==> src/rtl/smd_pkg.sv <==
package smd_pkg;

  localparam int SRC_W   = 2;
  localparam int NUM_OUT = 2;
  localparam int MODE_W  = SRC_W * NUM_OUT;

  typedef enum logic [SRC_W-1:0] {
    SRC_SILENT = 2'b00,
    SRC_RIGHT  = 2'b01,
    SRC_LEFT   = 2'b10,
    SRC_BLEND  = 2'b11
  } out_src_e;

  typedef struct packed {
    logic both_zero;
    logic routed_zero;
    logic mode_silent;
    logic gain_floor;
  } cond_t;

endpackage

==> src/rtl/smd_route_watch.sv <==
module smd_route_watch
  import smd_pkg::*;
#(
  parameter int SAMPLE_W = 16,
  parameter int GAIN_W   = 8
) (
  input  logic [SAMPLE_W-1:0] smp_left,
  input  logic [SAMPLE_W-1:0] smp_right,
  input  logic [MODE_W-1:0]   route_mode,
  input  logic [GAIN_W-1:0]   gain_left,
  input  logic [GAIN_W-1:0]   gain_right,
  output cond_t               conds,
  output logic                qualify
);

  logic [NUM_OUT-1:0] uses_l;
  logic [NUM_OUT-1:0] uses_r;
  logic               left_zero;
  logic               right_zero;
  logic               watch_l;
  logic               watch_r;

  // one decoder per output; each output names its own source
  for (genvar g = 0; g < NUM_OUT; g++) begin : g_out
    out_src_e src;
    assign src       = out_src_e'(route_mode[g*SRC_W +: SRC_W]);
    assign uses_l[g] = (src == SRC_LEFT)  || (src == SRC_BLEND);
    assign uses_r[g] = (src == SRC_RIGHT) || (src == SRC_BLEND);
  end

  assign left_zero  = (smp_left  == '0);
  assign right_zero = (smp_right == '0);
  assign watch_l    = |uses_l;
  assign watch_r    = |uses_r;

  always_comb begin
    conds.both_zero   = left_zero && right_zero;
    conds.routed_zero = (!watch_l || left_zero) && (!watch_r || right_zero);
    conds.mode_silent = (route_mode == '0);
    conds.gain_floor  = (gain_left == '0) && (gain_right == '0);
    qualify = conds.both_zero | conds.routed_zero | conds.mode_silent | conds.gain_floor;
  end

endmodule

==> src/rtl/smd_init_gate.sv <==
module smd_init_gate #(
  parameter int INIT_STROBES = 9
) (
  input  logic clk,
  input  logic rst,
  input  logic stb,
  output logic busy,
  output logic eval_stb
);

  localparam int CW = (INIT_STROBES > 2) ? $clog2(INIT_STROBES) : 1;
  localparam logic [CW-1:0] SKIP = CW'(INIT_STROBES - 1);

  logic [CW-1:0] left_q;

  always_ff @(posedge clk) begin
    if (rst) begin
      left_q <= SKIP;
    end else if (stb && (left_q != '0)) begin
      left_q <= left_q - 1'b1;
    end
  end

  assign busy     = (left_q != '0);
  assign eval_stb = stb && !busy;

  AST_INIT_DONE_STAYS: assert property (@(posedge clk) disable iff (rst)
    !busy |=> !busy);
  AST_INIT_ONLY_STB: assert property (@(posedge clk) disable iff (rst)
    !stb |=> $stable(left_q));

endmodule

==> src/rtl/smd_run_counter.sv <==
module smd_run_counter #(
  parameter int RUN_LOG2 = 14
) (
  input  logic clk,
  input  logic rst,
  input  logic step,
  input  logic qualify,
  output logic full_next,
  output logic full
);

  localparam int CW = RUN_LOG2 + 1;
  localparam logic [CW-1:0] LIMIT = CW'(1) << RUN_LOG2;

  logic [CW-1:0] cnt_q;
  logic [CW-1:0] cnt_d;

  always_comb begin
    if (!qualify)            cnt_d = '0;
    else if (cnt_q == LIMIT) cnt_d = LIMIT;
    else                     cnt_d = cnt_q + 1'b1;
  end

  always_ff @(posedge clk) begin
    if (rst)       cnt_q <= '0;
    else if (step) cnt_q <= cnt_d;
  end

  assign full_next = (cnt_d == LIMIT);
  assign full      = (cnt_q == LIMIT);

  AST_RUN_BOUND: assert property (@(posedge clk) disable iff (rst)
    cnt_q <= LIMIT);
  AST_RUN_CLEAR: assert property (@(posedge clk) disable iff (rst)
    (step && !qualify) |=> (cnt_q == '0));
  AST_RUN_SATURATE: assert property (@(posedge clk) disable iff (rst)
    (step && qualify && full) |=> full);
  AST_RUN_HOLD: assert property (@(posedge clk) disable iff (rst)
    !step |=> $stable(cnt_q));

endmodule

==> src/rtl/silence_mute_detect.sv <==
module silence_mute_detect
  import smd_pkg::*;
#(
  parameter int SAMPLE_W     = 16,
  parameter int GAIN_W       = 8,
  parameter int RUN_LOG2     = 14,
  parameter int INIT_STROBES = 9
) (
  input  logic                clk,
  input  logic                rst,
  input  logic                smp_stb,
  input  logic [SAMPLE_W-1:0] smp_left,
  input  logic [SAMPLE_W-1:0] smp_right,
  input  logic [MODE_W-1:0]   route_mode,
  input  logic [GAIN_W-1:0]   gain_left,
  input  logic [GAIN_W-1:0]   gain_right,
  output logic                mute_flag
);

  cond_t conds;
  logic  qualify;
  logic  init_busy;
  logic  eval_stb;
  logic  run_full_next;
  logic  run_full;
  logic  flag_q;

  smd_route_watch #(
    .SAMPLE_W (SAMPLE_W),
    .GAIN_W   (GAIN_W)
  ) u_watch (
    .smp_left   (smp_left),
    .smp_right  (smp_right),
    .route_mode (route_mode),
    .gain_left  (gain_left),
    .gain_right (gain_right),
    .conds      (conds),
    .qualify    (qualify)
  );

  smd_init_gate #(
    .INIT_STROBES (INIT_STROBES)
  ) u_init (
    .clk      (clk),
    .rst      (rst),
    .stb      (smp_stb),
    .busy     (init_busy),
    .eval_stb (eval_stb)
  );

  smd_run_counter #(
    .RUN_LOG2 (RUN_LOG2)
  ) u_run (
    .clk       (clk),
    .rst       (rst),
    .step      (eval_stb),
    .qualify   (qualify),
    .full_next (run_full_next),
    .full      (run_full)
  );

  always_ff @(posedge clk) begin
    if (rst)          flag_q <= 1'b1;
    else if (smp_stb) flag_q <= init_busy | run_full_next;
  end

  assign mute_flag = flag_q;

  AST_INIT_HIGH: assert property (@(posedge clk) disable iff (rst)
    init_busy |-> mute_flag);
  AST_RISE_NEEDS_RUN: assert property (@(posedge clk) disable iff (rst)
    $rose(mute_flag) |-> run_full);
  AST_FLAG_QUIET: assert property (@(posedge clk) disable iff (rst)
    !smp_stb |=> $stable(mute_flag));
  AST_SILENT_MODE_QUALIFIES: assert property (@(posedge clk) disable iff (rst)
    (eval_stb && conds.mode_silent && run_full) |=> mute_flag);

endmodule

==> config.mk <==
export PLATFORM = sky130hd
export DESIGN_NAME = silence_mute_detect
export DESIGN_NICKNAME = d
export VERILOG_FILES = /design/src/rtl/smd_pkg.sv /design/src/rtl/smd_route_watch.sv /design/src/rtl/smd_init_gate.sv /design/src/rtl/smd_run_counter.sv /design/src/rtl/silence_mute_detect.sv
export SDC_FILE = /design/constraint.sdc
export NUM_CORES = 1
export LEC_CHECK = 0
export CAP_MARGIN = 20
export CORE_MARGIN = 5
export CORE_UTILIZATION = 30
export DETAILED_ROUTE_END_ITERATION = 12
export PLACE_DENSITY_LB_ADDON = 0.3
export SKIP_LAST_GASP = 1
export SYNTH_ARGS = -nofsm -noshare
export SYNTH_HDL_FRONTEND = slang
export SYNTH_SLANG_ARGS = --single-unit
==> constraint.sdc <==
create_clock -name clk -period 1.8 [get_ports clk]
set_input_delay 0.18 -clock clk [delete_from_list [all_inputs] [get_ports clk]]
set_output_delay 0.18 -clock clk [all_outputs]
set_load 0.01 [all_outputs]
==> metrics <==
DIE AREA=6330 µm²; # diodes=0; CTS buffer count=3; sinks on the clock net=20; Max H-tree Level=1; Syn Area/Cell=7.85 µm²; most frequent cells in the layout=clkdlybuf4s50_1, buf_4, nand2_1, dfxtp_1, nor4_1; I/O pins=56; power density over the cells=508 nW/µm²; Seq/Total Area, Yosys=27.6%; Combinational Power Share=23.2%; non-filler instance count after layout=331; max-cap violation count=0; Die H=79.6 µm; Worst R2R End=mute_flag$_SDFFE_PP1P_; Clock Latency Late Sink=0.27 ns; Post-synth EDFFs=0; Core ar.=4720 µm²; RSZ-0062 raised after global routing=true; routed len/inst=14.3 µm; clock buffer depth=2; worst vdd ir=0.522 mV; Yosys Warn Count=0; area of the multi-input gates=1010 µm²; # nets final=323; Final Util=50.9%; Worst setup SP type=flip-flop; CTS root buf=clkbuf_8; Post-DRT Antenna Nets=0; critical path arrival=1.97 ns; die width=79.6 µm; gpl congestion=0.923; Final setup violation count=0; WL final=4740 µm; final worst setup slack=0.0444 ns; P_int=0.000943 W; distinct cell type count after synthesis=45; first-pass GRT wire length=7590 µm; largest net degree at the start of global routing=14; Leak Pwr=0.839 nW; fraction of registers with async set/reset=0%; Synth Cell Area=1450 µm²; run status=finished, final reports clean; switch share=22.8%; GRT overflow=0; crit-path max FO=5; Final Max Tran Viols=0; critical path required time=2.01 ns; TritonCTS clock tree=built; Final Hold Fails=0; Fillers=443; Hold Crit Class=reg -> reg; actual slew at the worst max-slew pin=0.350 ns; P_sw=0.000278 W; critical path type=reg -> reg; number of global-route vias before repair=1628; post-synthesis sequential element count=20; Sequential Area=410 µm²; placed insts=324; Detailed Place HPWL=3770 µm; DRT iter0 DRCs=177; Period Utilization, post-route=97.5%; Initial Utilization=30.7%; layout cells sized above 1=22.3%; area growth from synthesis to layout=65.7%; initial antenna violation count=0; fin area=2400 µm²; Worst R2R Path Depth=6; Reg power frac=39.2%; Reg2Reg Setup Slack=0.04 ns; drt drc=0; cell count after synthesis=185; Clock Skew=0.00966 ns; most common cell after layout, fill and taps aside=clkdlybuf4s50_1; hold wc startpoint=u_run.cnt_q[14]$_SDFFE_PP0P_; CP endpoint kind=flip-flop; clock power share=37.6%; Hold EP=u_run.cnt_q[14]$_SDFFE_PP0P_; Vias per Instance=5.18; Syn Nets=243; Pwr Total=0.00122 W; Synth Flop Type=dfxtp_1; total global-route track usage=15.0%; pre-CTS setup slack=-0.157 ns; slew margin rel.=76.6%; clk slew on worst S/H paths=0.08 ns; port bufs=55; # rows=25; hold path cells=2; dpl cell area=2230 µm²; fmax=570 MHz; Tmin final=1.76 ns; via count=1714; worst reg2reg startpoint=u_run.cnt_q[1]$_SDFFE_PP0P_; first drt pass iteration count=4
## routing by layer
layer,vias to the layer above,wire length [µm],global-route usage (%)
met5,-,0,0
met4,0,44,3.95
met3,4,249,3.72
met2,53,2460,25.2
met1,792,1980,19.0
li1,865,-,-
## cell type report
| type | count | area share, % |
|---|---|---|
| Clock buffer | 3 | 1.72 |
| Clock inverter | 1 | 1.25 |
| Inverter | 6 | 0.937 |
| Multi-Input combinational cell | 146 | 41.8 |
| Sequential cell | 20 | 17.1 |
| Tap cell | 67 | 3.49 |
| Timing Repair Buffer | 88 | 33.7 |
## power groups by stage
stage	clock, W	combinational (W)	sequential (W)
detailed placement	0	0.000273	0.000490
global route	0.000498	0.000308	0.000483
finish	0.000459	0.000283	0.000479
floorplan	0	0.0000926	0.000492
global placement	0	0.000270	0.000490
CTS	0.000473	0.000276	0.000480
## synth_stat cells (2+ instances only)
| cell type | number | area [µm²] |
|---|---|---|
| nor3b_1 | 4 | 30.0 |
| inv_1 | 6 | 22.5 |
| and4_1 | 3 | 26.3 |
| nor3_1 | 4 | 20.0 |
| nand2_1 | 19 | 71.3 |
| ha_1 | 3 | 37.5 |
| a31oi_1 | 2 | 12.5 |
| nor2_1 | 10 | 37.5 |
| o211ai_1 | 2 | 15.0 |
| a32oi_1 | 6 | 52.6 |
| a41oi_1 | 2 | 17.5 |
| buf_4 | 2 | 15.0 |
| a21oi_1 | 4 | 20.0 |
| a211oi_1 | 2 | 15.0 |
| xnor2_1 | 4 | 35.0 |
| nand3_1 | 8 | 40.0 |
| nor4_1 | 15 | 93.8 |
| o31ai_1 | 7 | 52.6 |
| dfxtp_1 | 20 | 400 |
| buf_2 | 4 | 20.0 |
| a22oi_1 | 3 | 22.5 |
| xor2_1 | 3 | 26.3 |
| nor2b_1 | 7 | 43.8 |
| nand4_1 | 9 | 56.3 |
| clkbuf_8 | 2 | 27.5 |
| clkbuf_1 | 4 | 15.0 |
| nand2b_1 | 2 | 12.5 |
| or3_1 | 3 | 18.8 |
| o21ai_0 | 8 | 40.0 |
| nor4b_1 | 2 | 17.5 |
## state kept, by name, indices dropped and copies added (netlist names)
register	cells
mute_flag	1
u_init.left_q	4
u_run.cnt_q	15
## kinds of logic after synthesis
logic type,share of synthesized area [%]
flops,27.6
buf+inv,7.67
fa+ha+maj,2.59
compound gates,20.7
xor+xnor,4.22
simple gates,37.2
## through the flow
stage	setup TNS, ns	hold slack (ns)
global placement	-1.36	0.468
global route	-0.0336	0.507
detailed placement	-1.48	0.472
floorplan	0	0.432
finish	0	0.483
CTS	0	0.485
## worst max-delay path: stages, from the launching register on
cell and delay, ns:
dfxtp_4 0.37, ha_2 0.19, and4_1 0.23, a211oi_1 0.26, o211ai_1 0.15, a221oi_2 0.35, a2bb2oi_2 0.17
## worst max path at each step
stage,cells after the start,start,endpoint,slack (ns)
floorplan,6,u_run.cnt_q[1]$_SDFFE_PP0P_,mute_flag$_SDFFE_PP1P_,0.13
global placement,6,smp_right[10],u_run.cnt_q[9]$_SDFFE_PP0P_,-0.13
detailed placement,7,u_init.left_q[0]$_SDFFE_PP0P_,u_run.cnt_q[10]$_SDFFE_PP0P_,-0.16
CTS,6,u_run.cnt_q[1]$_SDFFE_PP0P_,mute_flag$_SDFFE_PP1P_,0.02
global route,6,u_run.cnt_q[1]$_SDFFE_PP0P_,mute_flag$_SDFFE_PP1P_,-0.03
finish,6,u_run.cnt_q[1]$_SDFFE_PP0P_,mute_flag$_SDFFE_PP1P_,0.04
## what timing repair did
item,CTS,global route
resized for setup,3,16
endpoints found under the setup margin,14,14
buffers inserted,0,3
pin swaps,0,7
hold buffers,0,0
cloned,0,0
(Power assumes the default switching activity.)
